**config.mk**
```make
export PLATFORM = sky130hd
export DESIGN_NAME = pix_word_serializer
export DESIGN_NICKNAME = d
export VERILOG_FILES = /design/src/rtl/pixser_pkg.sv /design/src/rtl/pixser_col_enc.sv /design/src/rtl/pixser_word_fmt.sv /design/src/rtl/pixser_bit_ctr.sv /design/src/rtl/pixser_lane_mux.sv /design/src/rtl/pix_word_serializer.sv
export SDC_FILE = /design/constraint.sdc
export NUM_CORES = 1
export LEC_CHECK = 0
export ABC_CLOCK_PERIOD_IN_PS = 4800
export BUFFER_PORTS_ARGS = -buffer_cell sky130_fd_sc_hd__buf_2
export CAP_MARGIN = 20
export CORE_UTILIZATION = 40
export DETAILED_ROUTE_END_ITERATION = 10
export PLACE_DENSITY = 0.7
export SLEW_MARGIN = 5
export SYNTH_ARGS = -nofsm -noshare
export SYNTH_HDL_FRONTEND = slang
export SYNTH_HIERARCHICAL = 1
export SYNTH_SLANG_ARGS = --single-unit
```
**constraint.sdc**
```tcl
create_clock -name clk_i -period 4.8 [get_ports clk_i]
set_clock_uncertainty 0.15 [all_clocks]
set_input_delay 0.48 -clock clk_i [delete_from_list [all_inputs] [get_ports clk_i]]
set_output_delay 0.48 -clock clk_i [all_outputs]
set_load 0.005 [all_outputs]
```
**src/rtl/pixser_pkg.sv**
```systemverilog
package pixser_pkg;
  localparam int HitW   = 23;
  localparam int WordW  = 24;
  localparam int StatW  = 10;
  localparam int ColW   = 5;
  localparam int MaxLn  = 6;
  localparam int PosW   = $clog2(WordW);

  typedef enum logic [1:0] {
    LN_SIX  = 2'd0,
    LN_FOUR = 2'd1,
    LN_TWO  = 2'd2,
    LN_ONE  = 2'd3
  } lane_cfg_e;

  function automatic logic [PosW-1:0] bits_per_lane(input logic [1:0] cfg);
    case (cfg)
      LN_SIX:  return PosW'(4);
      LN_FOUR: return PosW'(6);
      LN_TWO:  return PosW'(12);
      default: return PosW'(24);
    endcase
  endfunction

  function automatic logic [2:0] lanes_used(input logic [1:0] cfg);
    case (cfg)
      LN_SIX:  return 3'd6;
      LN_FOUR: return 3'd4;
      LN_TWO:  return 3'd2;
      default: return 3'd1;
    endcase
  endfunction
endpackage

```
**src/rtl/pixser_col_enc.sv**
```systemverilog
module pixser_col_enc
  import pixser_pkg::*;
(
  input  logic [ColW-1:0] col_i,
  output logic [ColW-1:0] enc_o
);
  // keep a 1 in the two low bits so no data word holds a long zero run
  always_comb begin
    if (col_i[1:0] == 2'b00) enc_o = {1'b1, 1'b1, col_i[2], ~col_i[4], ~col_i[3]};
    else                     enc_o = col_i;
  end
endmodule

```
**src/rtl/pixser_word_fmt.sv**
```systemverilog
module pixser_word_fmt
  import pixser_pkg::*;
(
  input  logic [HitW-1:0]  hit_i,
  input  logic [StatW-1:0] status_i,
  input  logic             sel_sync_i,
  output logic [WordW-1:0] word_o
);
  logic [ColW-1:0] col_enc;

  pixser_col_enc i_col_enc (
    .col_i (hit_i[11:7]),
    .enc_o (col_enc)
  );

  logic [WordW-1:0] data_word, sync_word;

  assign data_word = {hit_i[6:0], col_enc, hit_i[19:12], hit_i[22:20], 1'b1};
  assign sync_word = {status_i, {(WordW-StatW-1){1'b0}}, 1'b1};
  assign word_o    = sel_sync_i ? sync_word : data_word;
endmodule

```
**src/rtl/pixser_bit_ctr.sv**
```systemverilog
module pixser_bit_ctr
  import pixser_pkg::*;
(
  input  logic            clk_i,
  input  logic            rst_ni,
  input  logic [PosW-1:0] bpl_i,
  output logic [PosW-1:0] pos_o,
  output logic            last_o,
  output logic            started_o
);
  logic [PosW-1:0] pos_q;
  logic            started_q;

  // reset parks the count at the top so the first cycle is a boundary
  assign last_o = (pos_q >= bpl_i - PosW'(1));

  always_ff @(posedge clk_i or negedge rst_ni) begin
    if (!rst_ni) begin
      pos_q     <= PosW'(WordW - 1);
      started_q <= 1'b0;
    end else if (last_o) begin
      pos_q     <= '0;
      started_q <= 1'b1;
    end else begin
      pos_q     <= pos_q + PosW'(1);
    end
  end

  assign pos_o     = pos_q;
  assign started_o = started_q;
endmodule

```
**src/rtl/pixser_lane_mux.sv**
```systemverilog
module pixser_lane_mux
  import pixser_pkg::*;
(
  input  logic [WordW-1:0] word_i,
  input  logic [PosW-1:0]  bpl_i,
  input  logic [PosW-1:0]  pos_i,
  input  logic [2:0]       lanes_i,
  output logic [MaxLn-1:0] lane_o
);
  localparam int IdxW = PosW + 3;

  for (genvar k = 0; k < MaxLn; k++) begin : g_lane
    logic [IdxW-1:0] idx;
    assign idx = IdxW'(k) * IdxW'(bpl_i) + IdxW'(pos_i);
    always_comb begin
      if ((3'(k) < lanes_i) && (idx < IdxW'(WordW))) lane_o[k] = word_i[idx[PosW-1:0]];
      else                                           lane_o[k] = 1'b0;
    end
  end
endmodule

```
**src/rtl/pix_word_serializer.sv**
```systemverilog
module pix_word_serializer
  import pixser_pkg::*;
(
  input  logic             clk_i,
  input  logic             rst_ni,
  input  logic [1:0]       lane_cfg_i,
  input  logic [HitW-1:0]  hit_i,
  input  logic             hit_valid_i,
  output logic             hit_ready_o,
  input  logic             sync_req_i,
  input  logic             link_ack_i,
  input  logic [StatW-1:0] status_i,
  output logic             core_strobe_o,
  output logic             word_start_o,
  output logic [MaxLn-1:0] lane_o
);
  logic [PosW-1:0]  bpl, pos;
  logic [2:0]       lanes;
  logic             last, started;
  logic             acked_q, pend_q, sel_sync;
  logic [WordW-1:0] next_word, tx_word_q;

  assign bpl   = bits_per_lane(lane_cfg_i);
  assign lanes = lanes_used(lane_cfg_i);

  pixser_bit_ctr i_bit_ctr (
    .clk_i     (clk_i),
    .rst_ni    (rst_ni),
    .bpl_i     (bpl),
    .pos_o     (pos),
    .last_o    (last),
    .started_o (started)
  );

  assign sel_sync    = !acked_q || pend_q || sync_req_i || !hit_valid_i;
  assign hit_ready_o = last && acked_q && !pend_q && !sync_req_i;

  pixser_word_fmt i_word_fmt (
    .hit_i      (hit_i),
    .status_i   (status_i),
    .sel_sync_i (sel_sync),
    .word_o     (next_word)
  );

  always_ff @(posedge clk_i or negedge rst_ni) begin
    if (!rst_ni) begin
      tx_word_q <= '0;
      acked_q   <= 1'b0;
      pend_q    <= 1'b0;
    end else begin
      if (last) tx_word_q <= next_word;
      // every boundary sends a sync or clears the way, so the hold drops there
      pend_q  <= last ? 1'b0 : (pend_q || sync_req_i);
      acked_q <= acked_q || link_ack_i;
    end
  end

  pixser_lane_mux i_lane_mux (
    .word_i  (tx_word_q),
    .bpl_i   (bpl),
    .pos_i   (pos),
    .lanes_i (lanes),
    .lane_o  (lane_o)
  );

  assign core_strobe_o = last;
  assign word_start_o  = started && (pos == '0);
endmodule

```
==> results.sh <==
export IMPL_cp_num_buf_inv=3
export IMPL_final_cell_mix="48 x buf_2, 36 x ha_1, 32 x mux2_2"
export IMPL_crit_chain="buf_2 -> nand2_1 -> fa_1 -> inv_1 -> fa_1 -> mux4_2 -> mux4_2 -> nor2_1 -> a211oi_1 -> buf_2"
export IMPL_drive_gt1_share_pct=33.51
export IMPL_layout_nets=459
export IMPL_start_util_pct=41.90
export IMPL_cp_top_family="adder cells"
export IMPL_postCtsHoldBufs=0
export IMPL_crit_type="input port to output port"
export IMPL_final_cell_count_no_fill=481
export IMPL_vias=2772
export IMPL_clockBufferDepth=2
export IMPL_ys_async_sr_fraction_pct=100.0
export IMPL_grt_max_degree=33
export IMPL_grt_pass1_wl_mm=13.61
export IMPL_cts_tree="built"
export IMPL_core_area_um2=8848
export IMPL_cts_buffers=5
export IMPL_cts_max_level=2
export IMPL_clock_latency_ps=290
export IMPL_max_freq_ghz=0.2404
export IMPL_slew_headroom_pct=53.90
export IMPL_synthDistinctLibCells=49
export IMPL_io_buffers=48
export IMPL_antenna_left=0
export IMPL_grt_usage_pct=17.63
export IMPL_routed_wl_mm=7.931
export IMPL_clk_pin_slew_ps=70
export IMPL_final_common_cell="buf_2"
export IMPL_layout_min_cycle_time_ps=4160
export IMPL_drt_initial_drc_count=106
export IMPL_rows=34
export IMPL_synth_avg_cell_area_um2=11.69
export IMPL_hold_class="input port to async pin"
export IMPL_max_stage_delay_ps=680
export IMPL_place_congestion=0.8992
export IMPL_crit_arrival_ps=3530
export IMPL_worst_ep_required_time_ps=4170
export IMPL_dp_hpwl_mm=6.295
export IMPL_via_per_inst=5.763
export IMPL_start_kind="input port"
export IMPL_first_global_vias=2786
export IMPL_synth_seq_cells=32
export IMPL_hold_worst_slack_ps=72.66
export IMPL_power_density_nw_per_um2=600.9
export IMPL_numClockSinks=32
export IMPL_run_status="finished, final reports clean"
export IMPL_critPathSlowestCell="fa_1"
export IMPL_rsz0062_at_grt="no"
export IMPL_antenna_found_initial=0
export IMPL_drcViolationCount=0
export IMPL_ys_seq_area_share_pct=21.73
export IMPL_die_h_um=98.27
export IMPL_tightest_slew_ps=691.5
export IMPL_insertedDiodeCount=0
export IMPL_cts_setup_buffers=0
export IMPL_setup_viol_count_final=0
export IMPL_syn_inst=317
export IMPL_crit_path_max_fanout=14
export IMPL_die_x_um=98.27
export IMPL_syn2layout_area_growth_pct=12.08
export IMPL_dp_cells=472
export IMPL_ir_drop_v=0.0002102
export IMPL_drv_cap=0
export IMPL_crit_path_end_kind="output port"
export IMPL_power_leakage_nw=1.952
export IMPL_setup_tns_ps=0
export IMPL_ys_flop_type="dfrtp_1"
export IMPL_slew_viol_final=0
export IMPL_finalHoldViolations=0
export IMPL_die_area_um2=9657
export IMPL_cts_resized=0
export IMPL_mappedNetlistArea_um2=3707
export IMPL_period_share_pct=86.66
export IMPL_yosys_warnings=6
export IMPL_cts_root_buffer="clkbuf_8"
export IMPL_synth_edf_count=0
export IMPL_grt_ovfl_total=0
export IMPL_ios=49
export IMPL_wl_per_cell_um=16.49
export IMPL_dr_pass1_iters=4
-- synthesized netlist by cell type, types with 3 or more instances --
master	number	area, um2
ha_1	36	450.4
mux2_2	32	360.4
dfrtp_1	28	700.7
inv_1	25	93.84
nor2b_1	16	100.1
mux4_2	15	337.8
a21oi_1	12	60.06
mux4_1	12	315.3
fa_1	11	220.2
nor2_1	11	41.29
mux2i_1	8	80.08
xnor2_1	8	70.07
mux2_4	7	105.1
xor2_1	7	61.31
buf_6	6	67.56
o21ai_0	6	30.03
o21bai_1	6	45.04
a311oi_1	5	43.79
nand2_1	5	18.77
nand3_1	5	25.02
nor3b_1	5	37.54
a21o_1	4	30.03
dfstp_2	4	105.1
nor3_1	4	20.02
a31oi_1	3	18.77
o31a_1	3	26.28
-- final timing paths --
kind	from	end	slack [ps]	depth (start not counted)
worst min register to register	i_bit_ctr/started_o	i_bit_ctr/started_o	330	1
min in group clk_i	link_ack_i	acked_q	220	2
max in group asynchronous	rst_ni	tx_word_q[2]	3970	1
worst max register to register	i_bit_ctr/pos_o[0]	tx_word_q[18]	1890	8
worst min-delay path	rst_ni	tx_word_q[7]	70	1
worst max-delay path	lane_cfg_i[1]	lane_o[3]	640	10
-- flip-flops by register name, summed over array words and instances, names as in the netlist --
| register | flops |
|---|---|
| acked_q | 1 |
| tx_word_q | 24 |
| i_bit_ctr/started_o | 1 |
| i_bit_ctr/pos_o | 5 |
| pend_q | 1 |
-- power breakdown --
part | leakage, nW | internal [mW] | switching (mW)
clock network | 0.0434 | 0.116 | 0.107
registers | 0.392 | 0.399 | 0.183
logic | 1.52 | 0.922 | 0.770
total | 1.95 | 1.44 | 1.06
-- cell type report --
type                       count  area [um2]
sequential                    32       805.8
timing repair buffer          54       292.8
fill                         823        4693
multi-input combinational    254        2730
inverter                      25       93.84
clock buffer                   6       82.58
tap                          108       135.1
clock inverter                 2       15.01
-- cells by family (layout without fill, tap and decap cells) --
| logic type | Yosys count | after routing | share of synthesized area [%] |
|---|---|---|---|
| simple gates | 57 | 57 | 8.674 |
| mux | 74 | 74 | 32.33 |
| xor+xnor | 15 | 15 | 3.544 |
| fa+ha+maj | 47 | 47 | 18.09 |
| compound gates | 53 | 53 | 10.19 |
| flops | 32 | 32 | 21.73 |
| other cells | 2 | 8 | 0.2026 |
| buf+inv | 37 | 87 | 5.231 |
-- per-stage QoR --
step           util [%]  setup slack (ps)  area [um2]  power (mW)
6_report          46.96             640.5        4155       2.497
5_1_grt           46.96             443.2        4155       2.704
4_1_cts           46.79             633.1        4140       2.498
3_5_place_dp      45.69             655.1        4043       2.267
3_3_place_gp      45.69             706.8        4043       2.214
2_1_floorplan         -             854.7        3730       1.914
-- metal layers --
metal  vias up  track usage, %  wire length [um]
li1       1314               -                 -
met1      1383           23.96              3570
met2        67           29.52              3963
met3         8           2.577               309
met4         0           4.707                87
met5         -               0                 0
No activity file was read; power rests on OpenSTA's default activity.
